File: src/rtl/pwmx_pkg.sv
package pwmx_pkg;

    localparam int WORD_W    = 32;
    localparam int SCALE_W   = 13;
    localparam int DUTY_W    = 8;
    localparam int SCALE_LSB = 0;
    localparam int DUTY_LSB  = 16;
    localparam int FULL_BIT  = 24;
    localparam int RUN_BIT   = 31;
    localparam int SLOT_SH   = 4;
    localparam logic [WORD_W-1:0] WORD_MASK = 32'h81FF_1FFF;

    typedef struct packed {
        logic               run;
        logic               full;
        logic [DUTY_W-1:0]  duty;
        logic [SCALE_W-1:0] scale;
    } pwmx_cfg_t;

    function automatic pwmx_cfg_t cfg_from_word(input logic [WORD_W-1:0] w);
        pwmx_cfg_t c;
        c.run   = w[RUN_BIT];
        c.full  = w[FULL_BIT];
        c.duty  = w[DUTY_LSB +: DUTY_W];
        c.scale = w[SCALE_LSB +: SCALE_W];
        return c;
    endfunction

    function automatic logic [WORD_W-1:0] word_from_cfg(input pwmx_cfg_t c);
        logic [WORD_W-1:0] w;
        w = '0;
        w[RUN_BIT]                = c.run;
        w[FULL_BIT]               = c.full;
        w[DUTY_LSB +: DUTY_W]     = c.duty;
        w[SCALE_LSB +: SCALE_W]   = c.scale;
        return w;
    endfunction

endpackage

File: src/rtl/pwmx_regs.sv
module pwmx_regs
    import pwmx_pkg::*;
#(
    parameter int NUM_CH = 4,
    parameter int ADDR_W = 8
) (
    input  logic                clk,
    input  logic                rst,
    input  logic                bus_we,
    input  logic [ADDR_W-1:0]   bus_addr,
    input  logic [WORD_W-1:0]   bus_wdata,
    output logic [WORD_W-1:0]   bus_rdata,
    output pwmx_cfg_t           cfg_o [NUM_CH]
);

    logic [ADDR_W-1:0] slot;
    logic              hit;

    assign slot = bus_addr >> SLOT_SH;
    assign hit  = (bus_addr[SLOT_SH-1:0] == '0) && (slot < ADDR_W'(NUM_CH));

    for (genvar g = 0; g < NUM_CH; g++) begin : g_reg
        always_ff @(posedge clk) begin
            if (rst)
                cfg_o[g] <= '0;
            else if (bus_we && hit && slot == ADDR_W'(g))
                cfg_o[g] <= cfg_from_word(bus_wdata);
        end
    end

    always_comb begin
        bus_rdata = '0;
        for (int i = 0; i < NUM_CH; i++)
            if (hit && slot == ADDR_W'(i))
                bus_rdata = word_from_cfg(cfg_o[i]);
    end

endmodule

File: src/rtl/pwmx_prescale.sv
module pwmx_prescale
    import pwmx_pkg::*;
(
    input  logic               clk,
    input  logic               rst,
    input  logic               run,
    input  logic [SCALE_W-1:0] scale,
    output logic               tick
);

    logic [SCALE_W-1:0] pre_q;

    // greater-or-equal so a smaller divider written mid-count applies at once
    assign tick = run && (pre_q >= scale);

    always_ff @(posedge clk) begin
        if (rst || !run)
            pre_q <= '0;
        else if (tick)
            pre_q <= '0;
        else
            pre_q <= pre_q + 1'b1;
    end

endmodule

File: src/rtl/pwmx_chan.sv
module pwmx_chan
    import pwmx_pkg::*;
(
    input  logic      clk,
    input  logic      rst,
    input  pwmx_cfg_t cfg_i,
    output logic      pwm_o
);

    logic              tick;
    logic [DUTY_W-1:0] ph_q;

    pwmx_prescale u_pre (
        .clk   (clk),
        .rst   (rst),
        .run   (cfg_i.run),
        .scale (cfg_i.scale),
        .tick  (tick)
    );

    always_ff @(posedge clk) begin
        if (rst || !cfg_i.run)
            ph_q <= '0;
        else if (tick)
            ph_q <= ph_q + 1'b1;
    end

    assign pwm_o = cfg_i.run && (cfg_i.full || (ph_q < cfg_i.duty));

endmodule

File: src/rtl/pwmx_top.sv
module pwmx_top
    import pwmx_pkg::*;
#(
    parameter int NUM_CH = 4,
    parameter int ADDR_W = 8
) (
    input  logic              clk,
    input  logic              rst,
    input  logic              bus_we,
    input  logic [ADDR_W-1:0] bus_addr,
    input  logic [31:0]       bus_wdata,
    output logic [31:0]       bus_rdata,
    output logic [NUM_CH-1:0] pwm_out
);

    pwmx_cfg_t cfg [NUM_CH];

    pwmx_regs #(.NUM_CH(NUM_CH), .ADDR_W(ADDR_W)) u_regs (
        .clk       (clk),
        .rst       (rst),
        .bus_we    (bus_we),
        .bus_addr  (bus_addr),
        .bus_wdata (bus_wdata),
        .bus_rdata (bus_rdata),
        .cfg_o     (cfg)
    );

    for (genvar g = 0; g < NUM_CH; g++) begin : g_ch
        pwmx_chan u_ch (
            .clk   (clk),
            .rst   (rst),
            .cfg_i (cfg[g]),
            .pwm_o (pwm_out[g])
        );
    end

endmodule

File: config.mk
export PLATFORM = sky130hd
export DESIGN_NAME = pwmx_top
export DESIGN_NICKNAME = d
export VERILOG_FILES = /design/src/rtl/pwmx_pkg.sv /design/src/rtl/pwmx_regs.sv /design/src/rtl/pwmx_prescale.sv /design/src/rtl/pwmx_chan.sv /design/src/rtl/pwmx_top.sv
export SDC_FILE = /design/constraint.sdc
export NUM_CORES = 1
export LEC_CHECK = 0
export ABC_CLOCK_PERIOD_IN_PS = 6300
export BUFFER_PORTS_ARGS = -buffer_cell sky130_fd_sc_hd__buf_2
export CORE_MARGIN = 2
export CORE_UTILIZATION = 46
export CTS_CLUSTER_SIZE = 16
export DETAILED_ROUTE_END_ITERATION = 8
export PLACE_DENSITY = 0.72
export SLEW_MARGIN = 40
export SYNTH_ARGS = -nofsm -noshare
export SYNTH_HDL_FRONTEND = slang
export SYNTH_SLANG_ARGS = --single-unit
export TNS_END_PERCENT = 100
File: constraint.sdc
create_clock -name clk -period 6.3 [get_ports clk]
set_input_delay 1.26 -clock clk [delete_from_list [all_inputs] [get_ports clk]]
set_output_delay 1.26 -clock clk [all_outputs]
set_load 0.02 [all_outputs]
* Yosys cells after proc, flatten, opt, wreduce, memory -nomap -nowiden
Index checks and enable logic that the tools add are counted.
** Cells by class
- $add $sub $neg :: 8
- Magnitude comparators :: 9
- Equality and inequality tests :: 3
- Mux-type cells :: 4
- Reduce and logical (&&, ||, !) cells :: 36
** Operators by type and width (number)
- 2-to-1 mux 32 bit :: 4
- adder 13 x 1 -> 13 bit, second input constant :: 4
- greater-or-equal comparator 13 bit :: 4
- adder 8 x 1 -> 8 bit, second input constant :: 4
- less-than comparator 8 bit :: 4
- logical AND 1 bit :: 18
- equality test 4 x 2 -> 1 bit, second input constant :: 2
- logical NOT 8 bit :: 1
- logical OR 1 bit :: 8
- OR reduction 2 bit :: 4
- equality test 4 x 1 -> 1 bit, second input constant :: 1
- logical NOT 1 bit :: 4
- logical NOT 4 bit :: 1
- less-than comparator 4 x 3 -> 1 bit, second input constant :: 1
** Storage, ports and cells
- Flip-flop bits (word level) :: 176
- Bits of input ports :: 43
- Output and inout bits :: 36
- Word-level logic and storage cells :: 84

* Logic depth before layout (Yosys ltp)
- Depth in word-level cells :: 7
- Mapped depth :: 10
- Mapped depth without buffers :: 8

* Hierarchy
Synthesis repeated with hierarchy kept, for this count alone.
** Second synthesis, totals
- Cell total of the unflattened synthesis :: 1052
- Area total of the unflattened synthesis :: 10048.4 um2
** By module, submodules not included
- pwmx_regs :: times used 1, cells an instance 396, area each 4468.0 um2
- pwmx_prescale :: times used 4, cells an instance 102, area each 858.3 um2
- pwmx_chan :: times used 4, cells an instance 62, area each 536.8 um2

* Worst setup path after synthesis
OpenSTA, ideal clock, no wires.
- Kind :: input -> output
- From :: in bus_addr[4]
- To :: out bus_rdata[16]
- Arrival :: 2.568 ns
- Data required time :: 5.040 ns
- Path slack :: 2.472 ns
- Cell stages on the path :: 4
- Path buffers :: 2
- Cell sequence :: buf_1 buf_1 mux4_2 and2_1
** On the way
- Longest elaborated chain between the ends :: 7
- Elaborated cells on any way between the ends :: 14
- Classes of those cells :: order compare (1); eq/ne (3); mux (4); reduce/logical (6)
** Ends and longest elaborated chain
- from (decl) :: RTL line pwmx_top.sv:10 : input logic [ADDR_W-1:0] bus_addr,
- less-than comparator 4 x 3 -> 1 bit :: RTL line pwmx_regs.sv:20 : assign hit = (bus_addr[SLOT_SH-1:0] == '0) && (slot < ADDR_W'(NUM_CH));
- logical AND 1 bit :: RTL line pwmx_regs.sv:20
- logical AND 1 bit :: RTL line pwmx_regs.sv:34 : if (hit && slot == ADDR_W'(i))
- 2-to-1 mux 32 bit (3 in a row) :: RTL line pwmx_regs.sv:34
- 2-to-1 mux 32 bit (*) :: RTL line pwmx_regs.sv:34
- to (decl) :: RTL line pwmx_top.sv:12 : output logic [31:0] bus_rdata,
Every way passes the cells marked *; elsewhere a longest branch is shown, timed or not.

* Worst setup path after layout
- From :: in bus_addr[3]
- To :: out bus_rdata[12]
** On the way
- Longest elaborated chain between the ends :: 7
- Elaborated cells on any way between the ends :: 10
- Classes of those cells :: mux (4); reduce/logical (6)
** Ends and longest elaborated chain (RTL line)
- logical NOT 4 bit (*) :: pwmx_regs.sv:20
- logical AND 1 bit (*) :: pwmx_regs.sv:20
- logical AND 1 bit :: pwmx_regs.sv:34
- 2-to-1 mux 32 bit (3 in a row) :: pwmx_regs.sv:34
- 2-to-1 mux 32 bit (*) :: pwmx_regs.sv:34
Marks and branches as above.

==> key figures <==
Status
  – Status: complete, no violations

Drt
  – DRC: 0
  – Via Count: between 7,000 and 8,000
  – Drt first-iter violations: between 300 and 400
  – Remaining antenna violation count: 0
  – Final wirelength: roughly 22,000 um
  – Drt pass-1 iters: 5
  – WL per Instance: approximately 15 um
  – Vias/cell: around 5.4

Layout
  – Layout cell share with drive strength beyond 1: 0.117
  – N_diodes: 0
  – Cell area after layout: around 11,000 um^2
  – Register Area: about 3500 um^2
  – # nets final: 1,319
  – Commonest non-fill, non-tap cell in the layout: nand2_1
  – Area of the multi-input gates: around 5400 um^2
  – Fill cells: approximately 1,900
  – Area delta synth->final: 11.0%
  – Most frequent cells in the layout: nand2_1 (221), dfxtp_1 (176), a21oi_1 (140)

Timing
  – Fmax: 233 MHz
  – Worst slew margin: 0.471
  – Fin. max-slew vios: 0
  – Setup Skew: between 0.006 and 0.007 ns
  – Final Cycle Share: 0.683
  – Minimum clock period: between 4 and 5 ns
  – Setup TNS: 0 ns
  – RSZ-0062 raised after global routing: false
  – Fin. Hold Viols: 0
  – Final setup violation count: 0
  – Slew @ Worst Pin: between 0.7 and 0.8 ns

Floorplanning
  – DIE HEIGHT: approximately 150 um
  – IO Count: 79
  – Die area: ~22,000 um^2
  – Num rows: 52
  – Core area: a little over 20,000 um^2
  – Initial Utilization: 0.469
  – Chip Width: about 150 um

Clock tree
  – PostCTS Resize Cnt: 0
  – CTS root buf: clkbuf_16
  – Clock-pin slew on the worst setup and hold paths: approximately 0.06 ns
  – CTS tree: built
  – # Post-CTS Setup Buffers: 0
  – CTS H-tree lvls: 4
  – Total CTS buffers: 17
  – Clk buf depth: 2
  – Clk sink count: 176
  – Worst-Skew Late Latency: 0.43 ns
  – Post-CTS Hold Buffers: 0

Logic synthesis
  – Post-synth ARST share: 0
  – Yosys warning count: 0
  – EDFF count, synth: 0
  – Mapped Cells: about 1,100
  – Cell Area, Synth: around 9500 um^2
  – FF+latch count, synth: about 180
  – Avg Inst Size Synth: 8.30 um^2
  – Main synth FF type: dfxtp_1
  – Post-synth cell types: 48
  – Sequential-to-total area share from yosys stat: 0.370

Flow run
  – Max-Cap Viols: 0

Global routing
  – GRT overflow: 0
  – Maximum number of pins on one net before global-route repair: 52
  – Vias in the first global route: approximately 7,400
  – GRT Total Usage: 0.209
  – Global-route wire length before repair: around 37,000 um
  – Initial antenna violation count: 0

Critical path
  – Top fanout value on the critical path: 15
  – WS Path Type: in -> out
  – Worst setup SP type: input pin
  – CP most frequent cell: buf_2
  – Worst path bufs/invs: 3
  – Critical-path cell list: buf_2, or4_4, nor3_4, buf_6, and2_1, buf_2
  – CP peak stage delay: between 0.5 and 0.6 ns
  – Critical path arrival: approximately 3.0 ns
  – Reg2Reg Setup Slack: approximately 4 ns
  – Crit path required time: roughly 5 ns
  – Top delay family on crit path: simple AND/OR/NAND/NOR gates
  – Crit end category: primary output
  – Slowest CP cell: or4_4

Pwr
  – Peak VDD IR: approximately 0.00019 V
  – Power per Cell Area: between 200 and 250 nW/um^2
  – Leak Pwr: around 0.0039 uW
  – Total power: 2190 uW

Placement
  – Placed cell area: about 10,000 um^2
  – Hpwl dp: 16,500 um
  – Port Buf Inserts: 60
  – GPL Wtd Cong: roughly 0.85

Hold path
  – Min-Delay Path Class: reg -> reg
-- cell type report --
| cell class | count | share of cell area |
|---|---|---|
| Multi-Input combinational cell | 833 | 0.512 |
| Clock buffer | 26 | 0.0481 |
| Clock inverter | 5 | 0.00497 |
| Tap cell | 270 | 0.0319 |
| Inverter | 87 | 0.0309 |
| Timing Repair Buffer | 73 | 0.0389 |
| Sequential cell | 176 | 0.333 |
-- metal layers --
layer  share of wire  track usage
met5               0            0
met4           0.026       0.0795
met3           0.049       0.0380
met2            0.46        0.331
met1            0.46        0.285
-- cell usage after synthesis (5+ instances only) --
cell type | n | area, um^2
nand2_1 | 221 | 830
nand3_1 | 35 | 175
buf_2 | 8 | 40.0
nand2b_1 | 14 | 87.6
or3_1 | 13 | 81.3
xor2_1 | 29 | 254
and2_1 | 23 | 144
buf_1 | 8 | 30.0
ha_1 | 88 | 1100
o21ai_0 | 22 | 110
dfxtp_1 | 176 | 3520
inv_1 | 87 | 327
mux4_2 | 23 | 518
clkbuf_1 | 27 | 101
nor2_1 | 77 | 289
o21a_1 | 8 | 60.1
xnor2_1 | 21 | 184
mux2i_1 | 5 | 50.1
a21o_1 | 18 | 135
buf_4 | 15 | 113
nand4_1 | 18 | 113
and3_1 | 20 | 125
a21oi_1 | 141 | 706
-- cell families after synthesis --
group                      after synthesis  synth area share
xor gates and xnor gates                50            0.0459
muxes                                   28            0.0596
and+or+nand+nor                        447             0.218
AOI/OAI and AO/OA                      211             0.125
buffers and inverters                  147            0.0664
adders and majority gates               88             0.116
other                                    1          0.000393
DFF                                    176             0.370
-- stage by stage --
stage               setup slack, ns  std cells  hold slack [ns]  utilization
floorplan                      2.47       1156            0.437            -
CTS                            2.03       1470            0.473        0.521
global route                   1.93       1470            0.499        0.521
detailed placement             2.03       1439            0.461        0.493
global placement               1.91       1432            0.453        0.490
finish                         2.00       1470            0.470        0.521
-- power by group --
group	total [uW]	switching [uW]	leakage [uW]	internal, uW
clock network	1020	423	0.000276	593
registers	1110	0.778	0.00142	1110
logic	61.4	43.1	0.00220	18.3
total	2190	467	0.00390	1720
-- path summary, 6_finish.rpt --
check,cells after the start,startpoint,to
max,6,bus_addr[3],bus_rdata[12]
min,1,g_ch[2].u_ch.u_pre.pre_q[0]$_SDFF_PP0_,g_ch[2].u_ch.u_pre.pre_q[0]$_SDFF_PP0_
max reg2reg,8,g_ch[3].u_ch.u_pre.pre_q[0]$_SDFF_PP0_,g_ch[3].u_ch.u_pre.pre_q[9]$_SDFF_PP0_
min reg2reg,1,g_ch[2].u_ch.u_pre.pre_q[0]$_SDFF_PP0_,g_ch[2].u_ch.u_pre.pre_q[0]$_SDFF_PP0_
-- worst register-to-register path: stages, from the launching register on --
cell      delay [ns]
dfxtp_1         0.44
inv_1           0.07
ha_1            0.26
nand2b_1        0.14
a21oi_1         0.15
o21ai_0         0.13
a21oi_2         0.53
nand2_1         0.42
nor2_1          0.20
-- registers in the layout, summed over array words and instances (netlist names) --
signal and count:
g_ch.u_ch.ph_q 32, g_ch.u_ch.u_pre.pre_q 52, u_regs.cfg_o 92
No activity file was read; power rests on OpenSTA's default activity.
